==> config.mk <==
export PLATFORM = sky130hd
export DESIGN_NAME = stream_xfer_unit
export DESIGN_NICKNAME = d
export VERILOG_FILES = /design/src/rtl/sxu_pkg.sv /design/src/rtl/sxu_port_sel.sv /design/src/rtl/sxu_out_demux.sv /design/src/rtl/sxu_in_mux.sv /design/src/rtl/sxu_result_reg.sv /design/src/rtl/stream_xfer_unit.sv
export SDC_FILE = /design/constraint.sdc
export NUM_CORES = 1
export LEC_CHECK = 0
export BUFFER_PORTS_ARGS = -buffer_cell sky130_fd_sc_hd__clkbuf_2
export CORE_AREA = 3 3 478 480
export DETAILED_ROUTE_END_ITERATION = 6
export DIE_AREA = 0 0 481 483
export PLACE_DENSITY = 0.3
export SYNTH_ARGS = -nofsm -noshare
export SYNTH_HDL_FRONTEND = slang
export SYNTH_SLANG_ARGS = --single-unit
==> constraint.sdc <==
create_clock -name clk -period 4.9 [get_ports clk]
set_input_delay 0.245 -clock clk [delete_from_list [all_inputs] [get_ports clk]]
set_output_delay 0.245 -clock clk [all_outputs]
set_load 0.1 [all_outputs]
==> src/rtl/sxu_pkg.sv <==
package sxu_pkg;
  localparam int unsigned NPORT_DEF = 16;
  localparam int unsigned DW_DEF    = 32;

  typedef enum logic {
    DIR_GET = 1'b0,
    DIR_PUT = 1'b1
  } sxu_dir_e;
endpackage

==> src/rtl/sxu_port_sel.sv <==
module sxu_port_sel #(
  parameter int unsigned DW = 32,
  parameter int unsigned PW = 4
) (
  input  logic          dyn,
  input  logic [PW-1:0] imm_port,
  input  logic [DW-1:0] reg_op,
  output logic [PW-1:0] port
);
  logic unused_hi;
  assign unused_hi = ^reg_op[DW-1:PW];

  always_comb begin
    if (dyn) port = reg_op[PW-1:0];
    else     port = imm_port;
  end
endmodule

==> src/rtl/sxu_out_demux.sv <==
module sxu_out_demux #(
  parameter int unsigned NPORT = 16,
  parameter int unsigned DW    = 32,
  parameter int unsigned PW    = 4
) (
  input  logic [PW-1:0]       port,
  input  logic                put_en,
  input  logic                ctrl,
  input  logic [DW-1:0]       wdata,
  input  logic [NPORT-1:0]    out_tready,
  output logic [NPORT-1:0]    out_tvalid,
  output logic [NPORT*DW-1:0] out_tdata,
  output logic [NPORT-1:0]    out_tlast,
  output logic                ready_sel
);
  for (genvar i = 0; i < NPORT; i++) begin : g_out
    logic hit;
    assign hit                 = (port == PW'(i));
    assign out_tvalid[i]       = put_en & hit;
    assign out_tlast[i]        = ctrl & hit;
    assign out_tdata[i*DW +: DW] = wdata;
  end

  assign ready_sel = out_tready[port];
endmodule

==> src/rtl/sxu_in_mux.sv <==
module sxu_in_mux #(
  parameter int unsigned NPORT = 16,
  parameter int unsigned DW    = 32,
  parameter int unsigned PW    = 4
) (
  input  logic [PW-1:0]       port,
  input  logic                get_en,
  input  logic [NPORT-1:0]    in_tvalid,
  input  logic [NPORT*DW-1:0] in_tdata,
  input  logic [NPORT-1:0]    in_tlast,
  output logic [NPORT-1:0]    in_tready,
  output logic                valid_sel,
  output logic [DW-1:0]       data_sel,
  output logic                last_sel
);
  for (genvar i = 0; i < NPORT; i++) begin : g_in
    assign in_tready[i] = get_en & (port == PW'(i));
  end

  assign valid_sel = in_tvalid[port];
  assign last_sel  = in_tlast[port];
  assign data_sel  = in_tdata[port*DW +: DW];
endmodule

==> src/rtl/sxu_result_reg.sv <==
module sxu_result_reg #(
  parameter int unsigned DW = 32
) (
  input  logic          clk,
  input  logic          rst_n,
  input  logic          get_fire,
  input  logic [DW-1:0] get_data,
  input  logic          tag_mismatch,
  input  logic          nb_req,
  input  logic          carry_now,
  output logic          rd_valid,
  output logic [DW-1:0] rd_data,
  output logic          carry_upd,
  output logic          carry,
  output logic          err_set
);
  logic          rd_valid_d, carry_upd_d, carry_d, err_set_d;
  logic          data_en;

  always_comb begin
    rd_valid_d  = get_fire;
    data_en     = get_fire;
    carry_upd_d = nb_req;
    carry_d     = nb_req & carry_now;
    err_set_d   = get_fire & tag_mismatch;
  end

  always_ff @(posedge clk or negedge rst_n) begin
    if (!rst_n) begin
      rd_valid  <= 1'b0;
      carry_upd <= 1'b0;
      carry     <= 1'b0;
      err_set   <= 1'b0;
    end else begin
      rd_valid  <= rd_valid_d;
      carry_upd <= carry_upd_d;
      carry     <= carry_d;
      err_set   <= err_set_d;
    end
  end

  always_ff @(posedge clk or negedge rst_n) begin
    if (!rst_n)       rd_data <= '0;
    else if (data_en) rd_data <= get_data;
  end

  p_err_with_get_r8: assert property (@(posedge clk) disable iff (!rst_n)
    err_set |-> rd_valid);
endmodule

==> src/rtl/stream_xfer_unit.sv <==
module stream_xfer_unit #(
  parameter int unsigned NPORT = sxu_pkg::NPORT_DEF,
  parameter int unsigned DW    = sxu_pkg::DW_DEF,
  localparam int unsigned PW   = (NPORT > 1) ? $clog2(NPORT) : 1
) (
  input  logic                clk,
  input  logic                rst_n,
  input  logic                req_valid,
  input  logic                req_put,
  input  logic                req_ctrl,
  input  logic                req_nb,
  input  logic                req_dyn,
  input  logic [PW-1:0]       req_imm_port,
  input  logic [DW-1:0]       req_reg_port,
  input  logic [DW-1:0]       req_wdata,
  output logic                stall,
  output logic                rd_valid,
  output logic [DW-1:0]       rd_data,
  output logic                carry_upd,
  output logic                carry,
  output logic                err_set,
  output logic [NPORT-1:0]    out_tvalid,
  input  logic [NPORT-1:0]    out_tready,
  output logic [NPORT*DW-1:0] out_tdata,
  output logic [NPORT-1:0]    out_tlast,
  input  logic [NPORT-1:0]    in_tvalid,
  output logic [NPORT-1:0]    in_tready,
  input  logic [NPORT*DW-1:0] in_tdata,
  input  logic [NPORT-1:0]    in_tlast
);
  import sxu_pkg::*;

  logic [PW-1:0] port;
  logic          put_en, get_en;
  logic          out_rdy_sel, in_vld_sel, in_last_sel;
  logic [DW-1:0] in_data_sel;
  logic          get_fire, carry_now, nb_req;

  sxu_port_sel #(.DW(DW), .PW(PW)) u_sel (
    .dyn(req_dyn), .imm_port(req_imm_port), .reg_op(req_reg_port), .port(port)
  );

  assign put_en = req_valid & (sxu_dir_e'(req_put) == DIR_PUT);
  assign get_en = req_valid & (sxu_dir_e'(req_put) == DIR_GET);

  sxu_out_demux #(.NPORT(NPORT), .DW(DW), .PW(PW)) u_out (
    .port(port), .put_en(put_en), .ctrl(req_ctrl), .wdata(req_wdata),
    .out_tready(out_tready), .out_tvalid(out_tvalid), .out_tdata(out_tdata),
    .out_tlast(out_tlast), .ready_sel(out_rdy_sel)
  );

  sxu_in_mux #(.NPORT(NPORT), .DW(DW), .PW(PW)) u_in (
    .port(port), .get_en(get_en), .in_tvalid(in_tvalid), .in_tdata(in_tdata),
    .in_tlast(in_tlast), .in_tready(in_tready), .valid_sel(in_vld_sel),
    .data_sel(in_data_sel), .last_sel(in_last_sel)
  );

  always_comb begin
    carry_now = req_put ? ~out_rdy_sel : ~in_vld_sel;
    stall     = req_valid & ~req_nb & carry_now;
    get_fire  = get_en & in_vld_sel;
    nb_req    = req_valid & req_nb;
  end

  sxu_result_reg #(.DW(DW)) u_res (
    .clk(clk), .rst_n(rst_n), .get_fire(get_fire), .get_data(in_data_sel),
    .tag_mismatch(in_last_sel ^ req_ctrl), .nb_req(nb_req), .carry_now(carry_now),
    .rd_valid(rd_valid), .rd_data(rd_data), .carry_upd(carry_upd),
    .carry(carry), .err_set(err_set)
  );

  p_nb_no_stall_r4: assert property (@(posedge clk) disable iff (!rst_n)
    (req_valid && req_nb) |-> !stall);
  p_one_out_r10: assert property (@(posedge clk) disable iff (!rst_n)
    $onehot0(out_tvalid));
  p_one_in_r10: assert property (@(posedge clk) disable iff (!rst_n)
    $onehot0(in_tready));
  p_carry_after_nb_r5: assert property (@(posedge clk) disable iff (!rst_n)
    req_valid && req_nb |=> carry_upd);
  p_no_carry_blocking_r5: assert property (@(posedge clk) disable iff (!rst_n)
    !(req_valid && req_nb) |=> !carry_upd && !carry);
endmodule

Word level (Yosys, flattened, before mapping)
Index checks and enable logic that the tools add are counted.
{"block": "op_classes", "n_lt_le_gt_ge": 1, "n_eq_ne": 15, "n_shift": 1, "mux": 8, "bitwise": 61, "n_reduce_logical": 1}
{"operator": "indexed part select 512 x 10 -> 32 bit", "n": 1}
{"operator": "AND 1 bit", "n": 56}
{"operator": "equality test 4 bit, second input constant", "n": 8}
{"operator": "equality test 4 x 3 -> 1 bit, second input constant", "n": 4}
{"operator": "binary-select mux 1 bit (select 4 bit)", "n": 3}
{"operator": "equality test 4 x 2 -> 1 bit, second input constant", "n": 2}
{"operator": "< comparator 4 x 5 -> 1 bit, second input constant", "n": 1}
{"operator": "equality test 4 x 1 -> 1 bit, second input constant", "n": 1}
{"operator": "logical NOT 4 bit", "n": 1}
{"operator": "2-to-1 mux 1 bit", "n": 4}
{"operator": "2-to-1 mux 4 bit", "n": 1}
{"operator": "inverter 1 bit", "n": 4}
{"operator": "bitwise XOR 1 bit", "n": 1}
{"block": "totals", "regBits": 36, "input_bits": 635, "output_inout_bits": 597, "word_cells": 92}

Logic depth before layout (Yosys ltp)
{"block": "logic_depth", "depth_word": 6, "mapped_depth": 11, "ltp_nobuf": 6}

By module
Synthesis repeated with hierarchy kept, for this count alone.
{"block": "unflattened", "hier_cells": 970, "area_unflattened_um2": 9850.7}
{"mod": "sxu_out_demux", "instances": 1, "cells_each": 573, "area_each_um2": 4209.0, "seq_area_each_um2": 0.0}
{"mod": "sxu_in_mux", "instances": 1, "cells_each": 312, "area_each_um2": 4090.2, "seq_area_each_um2": 0.0}
{"mod": "sxu_result_reg", "instances": 1, "cells_each": 74, "area_each_um2": 1453.9, "seq_area_each_um2": 900.9}
{"mod": "stream_xfer_unit", "instances": 1, "cells_each": 7, "area_each_um2": 52.6, "seq_area_each_um2": 0.0}
{"mod": "sxu_port_sel", "instances": 1, "cells_each": 4, "area_each_um2": 45.0, "seq_area_each_um2": 0.0}

Worst setup path before layout
OpenSTA, ideal clock, no wires.
{"block": "synth_path", "kind": "input to output", "from": "input req_dyn", "to": "output stall", "t_arrival_ns": 3.937, "t_required_ns": 4.655, "path_slack_ns": 0.718, "cell_stages": 11, "path_buffers": 5, "path_cell_list": "buf_6 -> and3b_1 -> buf_2 -> or2_1 -> buf_6 -> buf_6 -> buf_6 -> a22o_1 -> o21ai_0 -> a32oi_1 -> nor3b_1"}
{"block": "synth_between", "elab_chain_cells": 6, "word_cells_on_any_way": 9, "classes_between": "6 x mux; 3 x bitwise"}
{"item": "start, declared", "line": "stream_xfer_unit.sv:12", "rtl": "input logic req_dyn,"}
{"item": "2-to-1 mux 4 bit (*)", "line": "sxu_port_sel.sv:14", "rtl": "if (dyn) port = reg_op[PW-1:0];"}
{"item": "binary-select mux 1 bit (select 4 bit) (on tied branches)", "line": "sxu_in_mux.sv:20, sxu_out_demux.sv:24"}
{"item": "2-to-1 mux 1 bit (on tied branches)", "line": "sxu_in_mux.sv:20, sxu_out_demux.sv:24"}
{"item": "inverter 1 bit", "line": "stream_xfer_unit.sv:59", "rtl": "carry_now = req_put ? ~out_rdy_sel : ~in_vld_sel;"}
{"item": "2-to-1 mux 1 bit (*)", "line": "stream_xfer_unit.sv:59"}
{"item": "AND 1 bit (*)", "line": "stream_xfer_unit.sv:60", "rtl": "stall = req_valid & ~req_nb & carry_now;"}
{"item": "end, declared", "line": "stream_xfer_unit.sv:16", "rtl": "output logic stall,"}
Mark *: on every way between the ends. The rest lies on a longest branch, timed or not. The select of a mux whose other input is x is not followed.

Final worst setup path
Same ends and word-level chain as after synthesis.

==> reports/results.env <==
CRITICAL_PATH_MAXIMUM_FANOUT=45
SYNTH.AVG_CELL_AREA_SQ_UM=7.76
AREA_GROWTH_PCT=33.5
IO_BUFFERS=659
CTS-RESIZED-GATES=0
INITIAL_STANDARD_CELL_UTILIZATION_OF_THE_CORE=0.0440
FIN_CRIT_PS=3480
DP_HPWL_MM=75.5
CP.REQUIRED_PS=4660
DIE_W_UM=481
PRE_CTS_WS_PS=1000
COUNT_OF_PLACED_STANDARD_CELLS_IN_THE_FINAL_LAYOUT_FILLERS_LEFT_OUT=4363
RSZ0062_AT_GRT='false'
SYNTH-MAIN-FF-CELL='dfrtp_1'
MAX_SLEW_VIOLATION_TOTAL_FROM_THE_FINAL_REPORT=0
DRCVIOLATIONCOUNT=13
VIAS_PER_CELL=2.32
POST_DP_CELL_AREA_SQ_MM=0.0130
SYN_AREA_SQ_MM=0.00988
HOLD_VIOL_FINAL=0
SETUP_TNS_PS=0
PIN_COUNT_OF_THE_BIGGEST_NET_ENTERING_GLOBAL_ROUTING=74
SYNTHDOMINANTAREACELLTYPE='buf_4'
R2R.WORST_PATH.CELLS=1
ANTENNA_FOUND_INITIAL=17
P_PER_AREA_mW_PER_MM2=255
HOLD_DEPTH=2
WORST_SLEW_PIN_SLEW_PS=1130
IOPINCOUNT=1232
GLOBAL_ROUTE_WIRE_LENGTH_BEFORE_REPAIR_MM=109
WORSTPATHARRIVAL_PS=3240
POST-ROUTE-UTIL=0.0587
MOST_USED_STANDARD_CELLS_IN_THE_SYNTHESIZED_NETLIST='512 x buf_4, 142 x nand2_1, 69 x mux2_2'
SYNTH.FF_LATCH_COUNT=36
GRT_OVERFLOW_TOTAL=0
FINAL-SETUP-VIOL-COUNT=0
CORE_AREA_SQ_MM=0.225
SYNTH_EDF_COUNT=0
DIE_HEIGHT_UM=483
P_LEAK_nW=5.14
ROUTED-VIA-COUNT=10107
CP-START-KIND='input pin'
RELSLEWSLACK=0.247
VIA_COUNT_OF_THE_FIRST_GLOBAL_ROUTING_PASS=10426
POSTSYNTHNETCOUNT=1908
NUMCLOCKSINKS=36
DPL.CELL_COUNT=4352
PROPORTION_OF_NETLIST_AREA_HELD_BY_THE_LARGEST_AREA_CONTRIBUTOR=0.389
AVGROUTEDWIREPERCELL_UM=20.2
SKEW_PS=0
DRT.ANTENNA.VIOLATING_NETS=0
CTS.ROOT.BUFFER_CELL='clkbuf_16'
CTS_TREE='built'
GRT_UTIL_ALL_LAYERS=0.0713
WORST-SETUP-PATH-TYPE='in2out'
CTS-ROOT-TO-SINK-BUFFERS=2
OUTCOME='complete, but fails checks'
SYNTH_TOP_CELLS_BY_AREA='buf_4 39%, dfrtp_1 9.1%, mux2_2 7.9%'
CTS-BUFFERS-INSERTED=5
VIOLATIONS='design-rule violations'
POST_SYNTH_INST_COUNT=1273
FP-ROW-COUNT=174
NETLIST-CELL-TYPE-COUNT=48
CTS_HTREE_LEVELS=2
GP_CONGESTION=0.904
CTS_CLK_PIN_SLEW_WORST_PATHS_PS=70
DR.PASS1.ITERS=7
YS_SEQ_AREA_FRAC=0.0912
NNETSFINAL=2003
POSTLAYOUTCELLAREA_SQ_MM=0.0132
DRIVE_GT1_FRAC=0.595
MAXCAPVIOLATIONS=0
WL_MM=87.9
FINAL.SETUP.WORST_SLACK_PS=1420
FINAL_MIN_PERIOD_OVER_CLOCK_PERIOD=0.710
YOSYS_WARNINGS=0
WORST_SKEW_PAIR_LATER_PIN_LATENCY_PS=350
FMAXACHIEVABLE_MHz=287
SYNTHARSTFLOPSHARE=1.00
FIRST_DRT_ITERATION_DRCS=945
HOLD_PATH.CLASS='in2reg'
VDD.IR_DROP.WORST_mV=0.136
WORSTSETUPENDPOINTTYPE='primary output'
FLOORPLAN_DIE_AREA_SQ_MM=0.232
SYNTH.MOST_COMMON_CELL='buf_4'
-- cells by family after synthesis --
group	after synthesis	share of synthesized area
AO/OA/AOI/OAI	298	0.245
multiplexers	103	0.129
AND/OR/NAND/NOR	226	0.0956
flip-flops	36	0.0912
buffers and inverters	610	0.440
-- per-stage QoR --
step	total power, mW	hold WS [ps]
finish	3.37	261
global route	3.61	230
CTS	3.52	223
detailed placement	3.03	373
global placement	3.04	369
floorplan	3.96	-50.6
-- critical path, stage by stage --
cell,delay [ps]
clkbuf_2,400
and3b_1,340
or2_4,500
a22o_1,300
o21ai_0,330
a32oi_1,250
nor3b_1,330
clkbuf_2,530
-- per-layer routing --
layer | vias up | global-route usage | part of all wire | routed length [um]
li1 | 4306 | - | - | -
met1 | 4767 | 0.0732 | 0.35 | 30500
met4 | 2 | 0.0292 | 0.039 | 3430
met2 | 959 | 0.124 | 0.49 | 42700
met5 | - | 0.00352 | 0.00090 | 79
met3 | 73 | 0.0332 | 0.13 | 11300
-- layout make-up --
type,count,area [sq um]
Tap cell,2992,3740
Timing Repair Buffer,696,3630
Clock buffer,6,129
Inverter,2,7.51
Multi-Input combinational cell,627,4730
Sequential cell,36,901
Clock inverter,2,35.0
Antenna cell,2,5.00
Fill cell,26673,211000
-- registers in the layout (all words and copies together) (netlist names) --
name,count
u_res.rd_data,32
u_res.carry,1
u_res.carry_upd,1
u_res.err_set,1
u_res.rd_valid,1
-- report_power, final --
group | internal (mW) | switching [mW] | total, mW
clock | 0.241 | 0.194 | 0.436
combinational | 0.641 | 1.79 | 2.43
sequential | 0.412 | 0.0854 | 0.498
-- repair_timing --
item,CTS,global route
endpoints found under the hold margin,25,0
buffers inserted,0,0
hold buffers,1,0
-- final timing paths --
| kind | slack [ps] | start | endpoint |
|---|---|---|---|
| hold / removal | 260 | req_nb | u_res.carry_upd |
| min in group asynchronous | 530 | rst_n | u_res.carry_upd |
| max in group asynchronous | 3790 | rst_n | u_res.rd_data[30] |
| setup reg to reg | 4050 | u_res.rd_data[12] | u_res.rd_data[12] |
| setup / recovery | 1420 | req_dyn | stall |
| hold reg to reg | 500 | u_res.rd_data[16] | u_res.rd_data[16] |
-- cell usage in the layout (no fill, tap or decap), types with 6 or more instances in the layout --
master / instances
and3_1: 9
clkbuf_2: 658
a221oi_1: 61
dfrtp_1: 36
buf_4: 33
a21oi_1: 68
a222oi_1: 64
nand2_1: 142
nor2_1: 45
o21a_1: 7
o221ai_1: 32
o22a_1: 32
mux2_4: 28
nand3_1: 6
nor3_1: 8
mux2_2: 68
(Power assumes the default switching activity.)
